$ cat src/rtl/coff_pkg.sv
`timescale 1ns/1ps
package coff_pkg;
    typedef enum logic [2:0] {
        ST_IDLE    = 3'd0,
        ST_BLANK   = 3'd1,
        ST_ARMED   = 3'd2,
        ST_OFF     = 3'd3,
        ST_SHORTED = 3'd4
    } coff_state_e;

    function automatic int ns_to_cycles(input longint clk_hz, input longint ns);
        longint c;
        c = (clk_hz * ns) / 64'd1_000_000_000;
        return (c < 1) ? 1 : int'(c);
    endfunction
endpackage

$ cat src/rtl/coff_fold_thr.sv
`timescale 1ns/1ps
module coff_fold_thr #(
    parameter int CW         = 10,
    parameter int TW         = 8,
    parameter int NOM_CODE   = 650,
    parameter int FOLD_CODE  = 400,
    parameter int KNEE_CODE  = 224,
    parameter int TRIP_CODE  = 239
) (
    input  logic          clk,
    input  logic          rst_n,
    input  logic [TW-1:0] temp_code,
    output logic [CW-1:0] lim_code,
    output logic          over_temp
);
    localparam int SPAN  = TRIP_CODE - KNEE_CODE;
    localparam int DROP  = NOM_CODE - FOLD_CODE;
    localparam int PW    = CW + TW + 1;

    logic [PW-1:0] diff;
    logic [PW-1:0] prod;
    logic [PW-1:0] step;

    always_comb begin
        diff = PW'(temp_code) - PW'(KNEE_CODE);
        prod = diff * PW'(DROP);
        step = prod / PW'(SPAN);
        if (int'(temp_code) <= KNEE_CODE) begin
            lim_code = CW'(NOM_CODE);
        end else if (int'(temp_code) >= TRIP_CODE) begin
            lim_code = CW'(FOLD_CODE);
        end else begin
            lim_code = CW'(PW'(NOM_CODE) - step);
        end
    end

    always_ff @(posedge clk or negedge rst_n) begin
        if (!rst_n) over_temp <= 1'b0;
        else        over_temp <= (int'(temp_code) > TRIP_CODE);
    end

    // limit stays inside the fold-back band
    a_r7_lim_band: assert property (@(posedge clk) disable iff (!rst_n)
        (int'(lim_code) <= NOM_CODE) && (int'(lim_code) >= FOLD_CODE));
    // flag follows the temperature one edge later
    a_r8_ot_follow: assert property (@(posedge clk) disable iff (!rst_n)
        (int'(temp_code) > TRIP_CODE) |=> over_temp);
endmodule

$ cat src/rtl/coff_timer.sv
`timescale 1ns/1ps
module coff_timer #(
    parameter int W = 12
) (
    input  logic         clk,
    input  logic         rst_n,
    input  logic         load,
    input  logic [W-1:0] load_val,
    output logic         zero
);
    logic [W-1:0] cnt_q;

    always_ff @(posedge clk or negedge rst_n) begin
        if (!rst_n)            cnt_q <= '0;
        else if (load)         cnt_q <= load_val;
        else if (cnt_q != '0)  cnt_q <= cnt_q - 1'b1;
    end

    assign zero = (cnt_q == '0);

    // without a load the count never grows
    a_r3_cnt_monotone: assert property (@(posedge clk) disable iff (!rst_n)
        !load |=> (cnt_q <= $past(cnt_q)));
endmodule

$ cat src/rtl/coff_regulator.sv
`timescale 1ns/1ps
module coff_regulator #(
    parameter int CLK_HZ        = 100_000_000,
    parameter int OFF_NS        = 20_000,
    parameter int BLANK_NS      = 16_500,
    parameter int MIN_PERIOD_NS = 50_000,
    parameter int CW            = 10,
    parameter int TW            = 8,
    parameter int NOM_CODE      = 650,
    parameter int FOLD_CODE     = 400,
    parameter int SHORT_CODE    = 1000,
    parameter int KNEE_CODE     = 224,
    parameter int TRIP_CODE     = 239
) (
    input  logic          clk,
    input  logic          rst_n,
    input  logic          bridge_on,
    input  logic [CW-1:0] cur_code,
    input  logic [TW-1:0] temp_code,
    output logic          tristate_req,
    output logic          short_evt,
    output logic          over_temp
);
    import coff_pkg::*;

    localparam int OFF_CYC    = ns_to_cycles(longint'(CLK_HZ), longint'(OFF_NS));
    localparam int BLANK_CYC  = ns_to_cycles(longint'(CLK_HZ), longint'(BLANK_NS));
    localparam int PERIOD_CYC = ns_to_cycles(longint'(CLK_HZ), longint'(MIN_PERIOD_NS));
    localparam int TMAX       = (OFF_CYC > BLANK_CYC) ? OFF_CYC : BLANK_CYC;
    localparam int TCW        = $clog2(TMAX + 1);
    localparam int PCW        = $clog2(PERIOD_CYC + 1);
    localparam logic [TCW-1:0] OFF_LD   = TCW'(OFF_CYC - 1);
    localparam logic [TCW-1:0] BLANK_LD = TCW'(BLANK_CYC - 1);
    localparam logic [PCW-1:0] PER_OK   = PCW'(PERIOD_CYC - 1);

    coff_state_e      state_q, state_d;
    logic             tmr_load;
    logic [TCW-1:0]   tmr_val;
    logic             tmr_zero;
    logic [CW-1:0]    lim_code;
    logic             lim_hit, short_hit, per_ok;
    logic             short_d, short_q;
    logic [PCW-1:0]   per_q;

    coff_fold_thr #(
        .CW(CW), .TW(TW), .NOM_CODE(NOM_CODE), .FOLD_CODE(FOLD_CODE),
        .KNEE_CODE(KNEE_CODE), .TRIP_CODE(TRIP_CODE)
    ) u_thr (
        .clk(clk), .rst_n(rst_n), .temp_code(temp_code),
        .lim_code(lim_code), .over_temp(over_temp)
    );

    coff_timer #(.W(TCW)) u_tmr (
        .clk(clk), .rst_n(rst_n), .load(tmr_load),
        .load_val(tmr_val), .zero(tmr_zero)
    );

    assign lim_hit   = (cur_code >= lim_code);
    assign short_hit = (int'(cur_code) >= SHORT_CODE);
    assign per_ok    = (per_q >= PER_OK);

    // next-state logic
    always_comb begin
        state_d  = state_q;
        tmr_load = 1'b0;
        tmr_val  = BLANK_LD;
        short_d  = 1'b0;
        if (!bridge_on) begin
            state_d = ST_IDLE;
        end else begin
            unique case (state_q)
                ST_IDLE: begin
                    state_d  = ST_BLANK;
                    tmr_load = 1'b1;
                end
                ST_BLANK: begin
                    if (short_hit) begin
                        state_d = ST_SHORTED;
                        short_d = 1'b1;
                    end else if (tmr_zero) begin
                        state_d = ST_ARMED;
                    end
                end
                ST_ARMED: begin
                    if (short_hit) begin
                        state_d = ST_SHORTED;
                        short_d = 1'b1;
                    end else if (lim_hit && per_ok) begin
                        state_d  = ST_OFF;
                        tmr_load = 1'b1;
                        tmr_val  = OFF_LD;
                    end
                end
                ST_OFF: begin
                    if (tmr_zero) begin
                        state_d  = ST_BLANK;
                        tmr_load = 1'b1;
                    end
                end
                ST_SHORTED: state_d = ST_SHORTED;
                default:    state_d = ST_IDLE;
            endcase
        end
    end

    // state register and period counter
    always_ff @(posedge clk or negedge rst_n) begin
        if (!rst_n) begin
            state_q <= ST_IDLE;
            short_q <= 1'b0;
            per_q   <= PER_OK;
        end else begin
            state_q <= state_d;
            short_q <= short_d;
            if (state_d == ST_OFF && state_q != ST_OFF) per_q <= '0;
            else if (per_q < PER_OK)                    per_q <= per_q + 1'b1;
        end
    end

    // outputs
    always_comb begin
        tristate_req = (state_q == ST_OFF) || (state_q == ST_SHORTED);
        short_evt    = short_q;
    end

    // observer for the switching-rate limit
    logic           tri_prev;
    logic [PCW-1:0] gap_q;
    always_ff @(posedge clk or negedge rst_n) begin
        if (!rst_n) begin
            tri_prev <= 1'b0;
            gap_q    <= PER_OK;
        end else begin
            tri_prev <= tristate_req;
            if (tristate_req && !tri_prev && !short_evt) gap_q <= '0;
            else if (gap_q < PER_OK)                     gap_q <= gap_q + 1'b1;
        end
    end

    // timed trips are spaced by the minimum period
    a_r9_min_period: assert property (@(posedge clk) disable iff (!rst_n)
        (tristate_req && !tri_prev && !short_evt) |-> (gap_q >= PER_OK));
    // the limit never trips straight out of blanking
    a_r4_blank_no_trip: assert property (@(posedge clk) disable iff (!rst_n)
        (state_q == ST_BLANK) |=> (state_q != ST_OFF));
    // short event is a single-cycle pulse with the tri-state held
    a_r5_short_pulse: assert property (@(posedge clk) disable iff (!rst_n)
        short_evt |=> !short_evt);
    a_r5_short_hold: assert property (@(posedge clk) disable iff (!rst_n)
        short_evt |-> tristate_req);
    // dropping the bridge idles the controller
    a_r10_drop_idle: assert property (@(posedge clk) disable iff (!rst_n)
        !bridge_on |=> (state_q == ST_IDLE) && !tristate_req);
    // the off interval ends only in blanking
    a_r3_off_exit: assert property (@(posedge clk) disable iff (!rst_n)
        (state_q == ST_OFF && bridge_on) |=> (state_q == ST_OFF || state_q == ST_BLANK));
endmodule

$ cat config.mk
export PLATFORM = sky130hd
export DESIGN_NAME = coff_regulator
export DESIGN_NICKNAME = d
export VERILOG_FILES = /design/src/rtl/coff_pkg.sv /design/src/rtl/coff_fold_thr.sv /design/src/rtl/coff_timer.sv /design/src/rtl/coff_regulator.sv
export SDC_FILE = /design/constraint.sdc
export NUM_CORES = 1
export LEC_CHECK = 0
export BUFFER_PORTS_ARGS = -buffer_cell sky130_fd_sc_hd__buf_4
export CORE_ASPECT_RATIO = 1.5
export CORE_MARGIN = 4
export CORE_UTILIZATION = 60
export DETAILED_ROUTE_END_ITERATION = 16
export PLACE_DENSITY_LB_ADDON = 0.25
export SYNTH_ARGS = -nofsm -noshare
export SYNTH_HDL_FRONTEND = slang
export SYNTH_SLANG_ARGS = --single-unit
$ cat constraint.sdc
create_clock -name clk -period 3.3 [get_ports clk]
set_input_delay 0.99 -clock clk [delete_from_list [all_inputs] [get_ports clk]]
set_output_delay 0.99 -clock clk [all_outputs]
set_load 0.01 [all_outputs]
==> metrics.txt, run 1 <==
Synthesized Nets=1,464; Post-Synthesis Cell Area=0.0100 mm²; ys async rst share=100%; initial core utilization=61.5%; Synth Flop Type=dfrtp_1; vias in the first global route=21.4k; # rows=57; top cells by area, synth=xnor2_1, ha_1, dfrtp_1; Synth top area share=7.15%; GRT overflow=1,201; GP Congestion=1.13; synth cell count leaders=nand2_1, nor2_1, xnor2_1; io pins=24; CTS root buf=clkbuf_16; register area share after synthesis=7.32%; Unique masters post-synth=114; Port Buffer Count=23; Error=[ERROR GRT-0116] Global routing finished with congestion. Check the congestion regions in the DRC Viewer.; HPWL Detailed=38,700 µm; DIE WIDTH=114 µm; Synth Register Bits=29; syn_area_per_cell=7.38 µm²; Num CTS Buffers=5; gr usage total=91.2%; die height=166 µm; H-tree depth=2; Halt Stage=5_1_grt; post-synth top area cell=xnor2_1; first-pass GRT wire length=138,000 µm; Synthesis Warnings=0; TritonCTS sink count=29; status=stopped before the end; clk buf depth=2; cell with the most instances after synthesis=nand2_1; largest net degree at the start of global routing=30; Post-Synthesis Cells=1,361; Post-synth EDFFs=0; Post-CTS Hold Fix Bufs=0; placed insts=2,074
[routing by layer]
metal,global-route usage [%],overflow
met1,82.0,5
met2,118,914
met3,69.4,10
met4,103,271
met5,23.2,1
[metrics by stage]
stage                     TNS (ns)  setup WS, ns  instance area (µm²)
after floorplan            -364.65        -14.68                10400
after global placement     -374.56        -15.04                14600
after detailed placement   -408.62        -16.40                14600
after CTS                  -376.65        -15.14                15800
[cell families after synthesis]
family / share of synthesized area (%)
XOR/XNOR: 11.4
multiplexers: 3.51
AND/OR/NAND/NOR: 28.8
AO/OA/AOI/OAI: 31.4
adder cells (fa/ha/maj): 12.4
flip-flops: 7.32
buffers and inverters: 5.16
[timing repair]
item	in CTS
endpoints found under the setup margin	25
pin swaps	76
buffers inserted	42
gates cloned	1
resized for setup	168
==> run 2, diff against run 1 <==
- CORE_ASPECT_RATIO: 1.5 -> unset
- CORE_UTILIZATION: 60 -> 40
- PLACE_DENSITY_LB_ADDON: 0.25 -> 0.15
- clock period: 3.3 -> 4.3 ns (I/O delays scaled with it)
==> metrics.txt, run 2 <==
status=complete, but fails checks; failing checks=setup timing; worst path required time=4.46 ns; register name with the most flops=per_q; Setup crit end kind=register; met1 WL=17,800 µm; drt total wl=39,400 µm; clk buf depth=2; period utilization=428%; FF-to-FF Start=u_tmr.cnt_q[0]; GP Congestion=0.985; vias per cell=5.73; Achievable Freq=0.0543 GHz; crit path to=state_q[0]; Synthesized Nets=1,464; first-pass GRT wire length=63,500 µm; vias in the first global route=12.7k; vias=13.1k; antenna cell count=0; actual slew at the worst max-slew pin=0.716 ns; final setup violation count=25; Final Hold Viols=0; Setup Crit Path Kind=in2reg; flop2flop setup slack=1.32 ns; die height=166 µm; cell with the most instances after synthesis=nand2_1; largest net degree at the start of global routing=30; Core Area=0.0245 mm²; max reg flops=13; Synthesis Warnings=0; Num CTS Buffers=5; full die area=0.0277 mm²; Synth top area share=7.15%; unrepaired setup endpoints after global routing=true; crit path time final=18.41 ns; wire length per cell=17.3 µm; CTS root buf=clkbuf_16; CTS tree=built; GRT overflow=0; wire length on met3=2390 µm; DP Area=0.0149 mm²; reg2reg end=per_q[6]; Unique masters post-synth=114; Clk Latency, worst-skew pair=0.27 ns; CP Launch Point=temp_code[1]; Hold WC Path Type=reg2reg; gr usage total=26.7%; Synth Flop Type=dfrtp_1; worst r2r path cells=12; final instance area=0.0165 mm²; WL met2=18,700 µm; Synth Register Bits=29; top cells by area, synth=xnor2_1, ha_1, dfrtp_1; io pins=24; Post-CTS Hold Fix Bufs=0; Startpoint Class=input port; initial DRC count=1,014; post-synth top area cell=xnor2_1; HPWL Detailed=31,500 µm; max layer used=met4; commonest non-fill, non-tap cell in the layout=buf_4; Clock Skew=0.00650 ns; Post-Synthesis Cells=1,361; maxcap violations=0; # rows=57; critical path peak fanout=7; syn_area_per_cell=7.38 µm²; H-tree depth=2; DIE WIDTH=166 µm; initial antenna violation count=0; Slew headroom=51.9%; Pre-Repair DR Iteration Count=5; top flop regs=per_q x13, u_tmr.cnt_q x11, state_q x3; Place WS=-14.83 ns; register area share after synthesis=7.32%; initial core utilization=40.9%; synth cell count leaders=nand2_1, nor2_1, xnor2_1; Crit path largest cell delay=0.53 ns; Final #Nets=2,059; commonest non-fill, non-tap cells in the layout=buf_4, nand2_1, nor2_1; TritonCTS sink count=29; Port Buffer Count=23; worst setup margin=-14.11 ns; Slew Limit Fails=0; ys async rst share=100%; Post-synth EDFFs=0; crit-path most repeated cell=buf_4; Critical Path AT=18.56 ns; share of post-route cells with drive strength above 1=47.4%; Util after Layout=67.5%; DRC violation count after routing=0; Post-Synthesis Cell Area=0.0100 mm²; Worst path slowest cell=fa_1; Syn-to-layout area delta=64.8%; Post-DRT Antenna Nets=0; clock-pin slew on the worst setup and hold paths=0.05 ns
run 2: cell counts after synthesis:
No cell type changed its count.
run 2: kinds of logic (layout without fill, tap and decap cells):
logic type	after synthesis	count (layout)	synth area share [%]
AOI/OAI and AO/OA	412	412	31.4
and+or+nand+nor	553	553	28.8
muxes	32	32	3.51
xor gates and xnor gates	127	127	11.4
buffers and inverters	124	720	5.16
adders and majority gates	84	84	12.4
DFF	29	29	7.32
run 2: final cells by class:
type	count	area, µm²
clock inverter	1	30.0
timing repair buffer	643	4920
tap	324	405
fill	1998	7990
inverter	69	265
clock buffer	7	143
sequential	29	734
multi-input combinational	1208	10000
run 2: worst min path at each step:
stage	from	end	slack (ns)	cells past startpoint
final	u_tmr.cnt_q[10]	u_tmr.cnt_q[10]	0.51	2
after CTS	u_tmr.cnt_q[10]	u_tmr.cnt_q[10]	0.50	2
after floorplan	u_tmr.cnt_q[10]	u_tmr.cnt_q[10]	0.46	2
after detailed placement	u_tmr.cnt_q[10]	u_tmr.cnt_q[10]	0.49	2
after global placement	u_tmr.cnt_q[10]	u_tmr.cnt_q[10]	0.47	2
after global routing	u_tmr.cnt_q[10]	u_tmr.cnt_q[10]	0.52	2
run 2: routing by layer:
metal	up-vias	global-route usage, %
li1	6319	-
met5	-	0
met4	0	3.98
met3	54	3.15
met1	6246	37.0
met2	450	45.9
run 2: timing repair:
action,in CTS,in global routing
resized for setup,111,93
pin swaps,44,44
setup endpoints to repair,25,25
setup buffers,38,18
run 2: through the flow:
| stage | TNS, ns | instances | hold slack [ns] |
|---|---|---|---|
| after floorplan | -347.15 | 1361 | 0.459 |
| final | -350.88 | 2281 | 0.508 |
| after global routing | -371.04 | 2281 | 0.523 |
| after global placement | -365.68 | 2218 | 0.474 |
| after detailed placement | -369.02 | 2218 | 0.487 |
| after CTS | -348.73 | 2264 | 0.497 |
run 2: critical path, delay by kind of cell:
kind	cells	cell delay, ns
fa+ha+maj	7	2.84
xor+xnor	1	0.22
buf+inv	19	2.30
compound gates	31	6.35
simple gates	24	4.80
mux	3	0.78
Power of run 2 is left out: the tool's default activity adds up to more than one toggle a clock period on the data nets, which glitch-free logic cannot reach.
